### src/rtl/addsub_pkg.sv
package addsub_pkg;
    typedef enum logic [1:0] {
        ST_IDLE = 2'd0,
        ST_RUN  = 2'd1,
        ST_DONE = 2'd2
    } addsub_state_e;
endpackage

### src/rtl/addsub_shreg.sv
module addsub_shreg #(
    parameter int WIDTH = 4
) (
    input  logic             clk,
    input  logic             rst_n,
    input  logic             load,
    input  logic             shift,
    input  logic [WIDTH-1:0] par_in,
    input  logic             ser_in,
    output logic [WIDTH-1:0] q,
    output logic             ser_out
);
    always_ff @(posedge clk) begin
        if (!rst_n) begin
            q <= '0;
        end else if (load) begin
            q <= par_in;
        end else if (shift) begin
            q <= {ser_in, q[WIDTH-1:1]};
        end
    end

    assign ser_out = q[0];
endmodule

### src/rtl/addsub_bitcell.sv
module addsub_bitcell (
    input  logic a_bit,
    input  logic b_bit,
    input  logic invert_b,
    input  logic cin,
    output logic sum,
    output logic cout
);
    logic b_eff;

    always_comb begin
        b_eff = b_bit ^ invert_b;
        sum   = a_bit ^ b_eff ^ cin;
        cout  = (a_bit & b_eff) | (a_bit & cin) | (b_eff & cin);
    end
endmodule

### src/rtl/addsub_ctrl.sv
module addsub_ctrl
    import addsub_pkg::*;
#(
    parameter int WIDTH = 4
) (
    input  logic clk,
    input  logic rst_n,
    input  logic load_i,
    input  logic start_i,
    input  logic sub_i,
    output logic load_go,
    output logic start_go,
    output logic shift_en,
    output logic done_o,
    output logic mode_sub
);
    localparam int CW = (WIDTH > 2) ? $clog2(WIDTH) : 1;
    localparam logic [CW-1:0] LAST = CW'(WIDTH - 1);

    addsub_state_e state, state_nx;
    logic [CW-1:0] cnt;
    logic          last_shift;

    assign last_shift = (cnt == LAST);

    always_ff @(posedge clk) begin
        if (!rst_n) begin
            state    <= ST_IDLE;
            cnt      <= '0;
            mode_sub <= 1'b0;
        end else begin
            state <= state_nx;
            if (start_go) begin
                cnt      <= '0;
                mode_sub <= sub_i;
            end else if (shift_en) begin
                cnt <= cnt + 1'b1;
            end
        end
    end

    always_comb begin
        state_nx = state;
        unique case (state)
            ST_IDLE: if (start_i && !load_i) state_nx = ST_RUN;
            ST_RUN:  if (last_shift)         state_nx = ST_DONE;
            ST_DONE:                         state_nx = ST_IDLE;
            default:                         state_nx = ST_IDLE;
        endcase
    end

    always_comb begin
        load_go  = 1'b0;
        start_go = 1'b0;
        shift_en = 1'b0;
        done_o   = 1'b0;
        unique case (state)
            ST_IDLE: begin
                load_go  = load_i;
                start_go = start_i && !load_i;
            end
            ST_RUN:  shift_en = 1'b1;
            ST_DONE: done_o   = 1'b1;
            default: ;
        endcase
    end

    // done lasts a single cycle
    p_done_pulse_r5: assert property (@(posedge clk) disable iff (!rst_n)
        done_o |=> !done_o);

    // no request is honoured outside idle
    p_busy_ignore_r8: assert property (@(posedge clk) disable iff (!rst_n)
        (state != ST_IDLE) |-> (!load_go && !start_go));

    // load beats start
    p_load_prio_r9: assert property (@(posedge clk) disable iff (!rst_n)
        (state == ST_IDLE && load_i && start_i) |=> (state == ST_IDLE));
endmodule

### src/rtl/serial_addsub.sv
module serial_addsub #(
    parameter int WIDTH = 4
) (
    input  logic             clk,
    input  logic             rst_n,
    input  logic             load_i,
    input  logic             start_i,
    input  logic             sub_i,
    input  logic [WIDTH-1:0] a_in,
    input  logic [WIDTH-1:0] b_in,
    output logic [WIDTH-1:0] result_o,
    output logic             carry_o,
    output logic             done_o
);
    localparam int RCW = $clog2(WIDTH + 1) + 1;

    logic load_go, start_go, shift_en, mode_sub;
    logic a_ser, b_ser, sum_bit, cout_bit;
    logic [WIDTH-1:0] a_q, b_q;
    logic carry_q;

    addsub_ctrl #(.WIDTH(WIDTH)) u_ctrl (
        .clk      (clk),
        .rst_n    (rst_n),
        .load_i   (load_i),
        .start_i  (start_i),
        .sub_i    (sub_i),
        .load_go  (load_go),
        .start_go (start_go),
        .shift_en (shift_en),
        .done_o   (done_o),
        .mode_sub (mode_sub)
    );

    addsub_shreg #(.WIDTH(WIDTH)) u_areg (
        .clk     (clk),
        .rst_n   (rst_n),
        .load    (load_go),
        .shift   (shift_en),
        .par_in  (a_in),
        .ser_in  (sum_bit),
        .q       (a_q),
        .ser_out (a_ser)
    );

    addsub_shreg #(.WIDTH(WIDTH)) u_breg (
        .clk     (clk),
        .rst_n   (rst_n),
        .load    (load_go),
        .shift   (shift_en),
        .par_in  (b_in),
        .ser_in  (b_ser),
        .q       (b_q),
        .ser_out (b_ser)
    );

    addsub_bitcell u_cell (
        .a_bit    (a_ser),
        .b_bit    (b_ser),
        .invert_b (mode_sub),
        .cin      (carry_q),
        .sum      (sum_bit),
        .cout     (cout_bit)
    );

    always_ff @(posedge clk) begin
        if (!rst_n) begin
            carry_q <= 1'b0;
        end else if (load_go || start_go) begin
            carry_q <= sub_i;
        end else if (shift_en) begin
            carry_q <= cout_bit;
        end
    end

    assign result_o = a_q;
    assign carry_o  = carry_q;

    // Checker state: number of shifts since the last start
    logic [RCW-1:0] run_cnt;
    always_ff @(posedge clk) begin
        if (!rst_n)        run_cnt <= '0;
        else if (start_go) run_cnt <= '0;
        else if (shift_en) run_cnt <= run_cnt + 1'b1;
    end

    // load sets carry from the mode select
    p_load_carry_r2: assert property (@(posedge clk) disable iff (!rst_n)
        load_go |=> (carry_q == $past(sub_i)) && (a_q == $past(a_in)) && (b_q == $past(b_in)));

    // sum bit lands in the MSB, rest moves down
    p_shift_msb_r4: assert property (@(posedge clk) disable iff (!rst_n)
        shift_en |=> (a_q[WIDTH-1] == $past(sum_bit)) && (a_q[WIDTH-2:0] == $past(a_q[WIDTH-1:1])));

    // done only after exactly WIDTH shifts
    p_run_len_r5: assert property (@(posedge clk) disable iff (!rst_n)
        done_o |-> (run_cnt == RCW'(WIDTH)));

    // B rotates while working
    p_b_rotate_r7: assert property (@(posedge clk) disable iff (!rst_n)
        shift_en |=> (b_q == {$past(b_q[0]), $past(b_q[WIDTH-1:1])}));

    // idle with no request holds state
    p_idle_hold_r10: assert property (@(posedge clk) disable iff (!rst_n)
        (!shift_en && !load_go && !start_go) |=> ($stable(a_q) && $stable(carry_q) && $stable(b_q)));
endmodule

### config.mk
export PLATFORM = sky130hd
export DESIGN_NAME = serial_addsub
export DESIGN_NICKNAME = d
export VERILOG_FILES = /design/src/rtl/addsub_pkg.sv /design/src/rtl/addsub_shreg.sv /design/src/rtl/addsub_bitcell.sv /design/src/rtl/addsub_ctrl.sv /design/src/rtl/serial_addsub.sv
export SDC_FILE = /design/constraint.sdc
export NUM_CORES = 1
export LEC_CHECK = 0
export BUFFER_PORTS_ARGS = -buffer_cell sky130_fd_sc_hd__buf_2
export CAP_MARGIN = 30
export CORE_AREA = 2 2 41 43
export DETAILED_ROUTE_END_ITERATION = 16
export DIE_AREA = 0 0 43 45
export HOLD_SLACK_MARGIN = 0.1
export PLACE_DENSITY_LB_ADDON = 0.05
export SLEW_MARGIN = 20
export SYNTH_ARGS = -nofsm -noshare
export SYNTH_HDL_FRONTEND = slang
export SYNTH_SLANG_ARGS = --single-unit
export TNS_END_PERCENT = 20
### constraint.sdc
create_clock -name clk -period 2.3 [get_ports clk]
set_input_delay 0.46 -clock clk [delete_from_list [all_inputs] [get_ports clk]]
set_output_delay 0.46 -clock clk [all_outputs]
set_load 0.01 [all_outputs]
After elaboration in Yosys (flattened, before gate mapping)
Cells that the tools add are included.

storage, ports and cells
  register bits after elaboration = 14
  bits of input ports = 13
  output and inout bits = 6
  logic and storage cells = 42

cells by class
  $add $sub $neg = 1
  equality and inequality tests = 5
  multiplexer cells = 13
  bitwise gates (word level) = 9
  reductions and logical operators = 8

operators by type and width
  kind                   number
  $mux W4                4
  $mux W1                6
  $eq A2 B2 Y1 const B   2
  $mux W2                2
  $ne A2 B1 Y1 const B   2
  $pmux W2 S2            1
  $reduce_bool A2 Y1     2
  $and A1 B1 Y1          3
  $xor A1 B1 Y1          3
  $add A2 B1 Y2 const B  1
  $eq A2 B1 Y1 const B   1
  $logic_not A2 Y1       1
  $or A1 B1 Y1           2
  $reduce_and A2 Y1      1
  $reduce_or A2 Y1       1
  $logic_and A1 B1 Y1    1
  $logic_not A1 Y1       1
  $logic_or A1 B1 Y1     1
  $not A1 Y1             1

Longest topological paths before layout
  depth after elaboration = 6
  mapped depth = 5
  mapped depth without buffers = 5

Modules after synthesis
From an unflattened synthesis, not the netlist that was laid out.

unflattened totals
  cell total of the unflattened synthesis = 66
  area, all modules = 726.9 sq um

modules (own cells, without submodules)
  module          times used  cells an instance  area an instance (sq um)  sequential area each (sq um)
  addsub_shreg    2           17                 197.7                     80.1
  addsub_ctrl     1           22                 239.0                     100.1
  serial_addsub   1           4                  48.8                      20.0
  addsub_bitcell  1           6                  43.8                      0.0

Least setup slack after synthesis
No wires, ideal clock.

  kind = register to register
  from = register u_breg.q[0]
  to = register u_areg.q[3]
  setup time = 73 ps
  data arrival time = 1295 ps
  data required time = 2227 ps
  setup slack = 932 ps
  cell stages (with the launch flop) = 6
  path buffers = 0
  clock period less this slack = 1368 ps
  path through = dfxtp_1 -> xnor2_1 -> fa_1 -> nor3b_1 -> a21oi_1 -> o22ai_2

on the way
  longest elaborated chain between the ends = 5

ends and longest elaborated chain
  what                        RTL line              source
  start, declared             addsub_shreg.sv:10    output logic [WIDTH-1:0] q,
  start signal, assigned      addsub_shreg.sv:17    q <= par_in;
  start signal, assigned      addsub_shreg.sv:19    q <= {ser_in, q[WIDTH-1:1]};
  $xor A1 B1 Y1               addsub_bitcell.sv:12  b_eff = b_bit ^ invert_b;
  $xor A1 B1 Y1 (2 in a row)  addsub_bitcell.sv:13  sum = a_bit ^ b_eff ^ cin;
  $mux W4                     addsub_shreg.sv:18    end else if (shift) begin
  $mux W4                     addsub_shreg.sv:16    end else if (load) begin
  end signal, assigned        addsub_shreg.sv:17
  end signal, assigned        addsub_shreg.sv:19
  end, declared               addsub_shreg.sv:10

No other way between the ends. The select of a mux whose other input is x is not followed.
A chain may end at the register's enable or synchronous reset.

Worst setup path after layout
  from = register u_ctrl.state[1]
  to = output port done_o

on the way
  longest elaborated chain between the ends = 2

ends and longest elaborated chain
  what                    RTL line             source
  start, declared         addsub_ctrl.sv:20    addsub_state_e state, state_nx;
  start signal, assigned  addsub_ctrl.sv:32    state <= state_nx;
  $eq A2 B2 Y1            addsub_ctrl.sv:57    unique case (state)
  $mux W1                 addsub_ctrl.sv:57
  end, declared           serial_addsub.sv:13  output logic done_o

No other way between the ends.

==> results by group <==
Clock tree
  – Reg clk slew, reported paths: 90 ps
  – CTS resizes: 0
  – Clk buf depth: 2
  – Latest clock arrival within the worst-skew pair: 280 ps
  – CTS tree: done
  – Post-CTS setup buffer count: 0
  – H-tree Lvls: 1
  – Sink Count: 14
  – Root Driver: clkbuf_4
  – Hold-fix buffers at CTS: 0
  – CTS Buf Count: 3

Worst setup path
  – CP Max Fanout: 9
  – Worst Path Arrival: 1110 ps
  – Kind of critical path: reg -> out
  – CP Launch Type: flop
  – Crit path capture type: output pin
  – Worst Path Required: 1840 ps

Power and ir drop
  – Leak pwr: 0.376 nW
  – Pwr/cell area: 655 mW/mm²
  – Pwr Total: between 0.5 and 0.6 mW
  – Cell Int Power: ~0.4 mW
  – Peak VDD IR: 0.425 mV
  – Sequential power share: 0.497
  – P_sw: between 0.1 and 0.15 mW
  – Sw Ratio: 0.269
  – Clock network power share: 0.316
  – Gate power share: 0.187

Timing
  – Fin Hold WS: between 400 and 500 ps
  – Worst Skew: 3.03 ps
  – Max Freq: about 0.64 GHz
  – Headroom to the max-slew limit: 0.667
  – Period minus WS final: about 1600 ps
  – Final hold violation count: 0
  – Fin crit share: 0.681
  – Setup TNS Final: 0 ps
  – Final WS setup: roughly 730 ps
  – Final setup fails: 0
  – Worst slew pin tran: 500 ps
  – Fin. max-slew vios: 0
  – RSZ-0062 raised after global routing: false

Routing
  – Total wire length: 1.29 mm
  – Initial DRC count: 8
  – DR vias/cell: 5.43
  – Via count: 592
  – Routed Antenna Nets: 0
  – DR DRC count: 0
  – Initial DRT Pass Iterations: 4
  – Routed WL per cell: 11.8 µm

Floorplanning
  – Die X: 43 µm
  – Core ar.: 0.00147 mm²
  – Die Y: around 45 µm
  – Initial Util: 0.509
  – FP Rows: 14
  – Total die area: just under 0.002 mm²
  – IO Pins: 19

Placed design
  – Placed instance area: 812 µm²
  – Placed insts: 105
  – Routability congestion estimate: about 0.75
  – Pre-CTS setup slack: slightly below 700 ps
  – DP HPWL: around 920 µm
  – Port Buffers: 18

Final layout
  – Finished Cell Area: 848 µm²
  – Layout cell share with drive strength beyond 1: 0.366
  – Leading cell type in the layout, fill and taps excluded: buf_2
  – Layout net count: 109
  – Cell Count, Final, Fillers Out: approximately 110
  – Most frequent cells in the layout: buf_2 (18), dfxtp_1 (14), nor2_1 (7)
  – Number of diodes: 0
  – P&R area growth vs syn: 13.2%
  – Layout Utilization: 0.577

Synth
  – Cell count after synthesis: 77
  – Sequential share of the synthesized area: 0.374
  – Post-synth EDFFs: 0
  – YS warnings: 0
  – Syn nets: 92
  – Top-area cell type share of the netlist area: 0.374
  – Post-synthesis register bit count: 14
  – Cell taking the most area after synthesis: dfxtp_1
  – Synth async-reset ratio: 0
  – Post-Syn Area: 749 µm²
  – Syn_area_per_cell: 9.73 µm²
  – Area contributors post-synth: dfxtp_1 (37%), mux2i_1 (8.0%), a21oi_2 (4.7%)
  – Synth cell types: 33
  – Synth Flop Type: dfxtp_1

Global routing
  – Tot GR Track Use: 0.155
  – Antenna violations before repair: 0
  – First-pass GRT wire length: ~2.2 mm
  – Vias in the first global route: 529
  – Pin count of the biggest net entering global routing: 16
  – Total grt overflow: 0

Job
  – Max-cap violations: 0

Status
  – Run status: completed

Min path
  – Worst Hold Class: in -> reg
[critical path, stage by stage (launching register included)]
cell	delay, ps
dfxtp_1	470
inv_1	130
nor2_1	100
buf_2	130
[per-layer routing]
layer / global-route usage / share of wire / up-vias
met5: 0 / 0 / -
met4: 0.109 / 0.013 / 0
met3: 0.0240 / 0.040 / 2
met2: 0.239 / 0.43 / 13
met1: 0.199 / 0.52 / 273
li1: - / - / 304
[flip-flops by register name, summed over array words and instances, names as in the netlist]
signal,flops
carry_o,1
u_areg.q,4
u_breg.q,4
u_ctrl.cnt,2
u_ctrl.mode_sub,1
u_ctrl.state,2
[cells by family (layout without fill, tap and decap cells)]
family	Yosys count	after routing	share of synthesized area
and+or+nand+nor	19	19	0.145
muxes	7	7	0.0952
DFF	14	14	0.374
buffers and inverters	10	26	0.0835
AOI/OAI and AO/OA	23	23	0.235
adders and majority gates	2	2	0.0434
xor gates and xnor gates	2	2	0.0234
[power by group through the flow]
stage                     logic (mW)  clock network [mW]  registers [mW]
after global placement         0.103                   0           0.282
after detailed placement       0.104                   0           0.282
after floorplan               0.0807                   0           0.280
final                          0.104               0.176           0.276
after CTS                      0.105               0.180           0.276
after global routing           0.117               0.188           0.279
[final cells by class]
type                    instances  area [µm²]
fillers                       139         623
multi-input cells              53         407
flip-flops and latches         14         280
repair buffers                 18        90.1
clock buffers                   4        36.3
well taps                      16        20.0
inverters                       4        15.0
[path summary, 6_finish.rpt]
kind	from	end	slack, ps	cells past startpoint
worst max-delay path	u_ctrl.state[1]	done_o	730	3
worst min-delay path	b_in[1]	u_breg.q[1]	440	3
worst min register to register	u_ctrl.cnt[1]	u_ctrl.cnt[1]	510	2
worst max register to register	u_breg.q[0]	u_areg.q[3]	740	5
[synthesized netlist by cell type (all sizes together), types with 2 or more instances]
cell type / instances
dfxtp: 14
a21oi: 8
nor2: 7
buf: 6
mux2i: 6
o21ai: 6
inv: 4
nand2: 4
o22ai: 3
nand2b: 2
o221ai: 2
No activity file was read; power rests on OpenSTA's default activity.
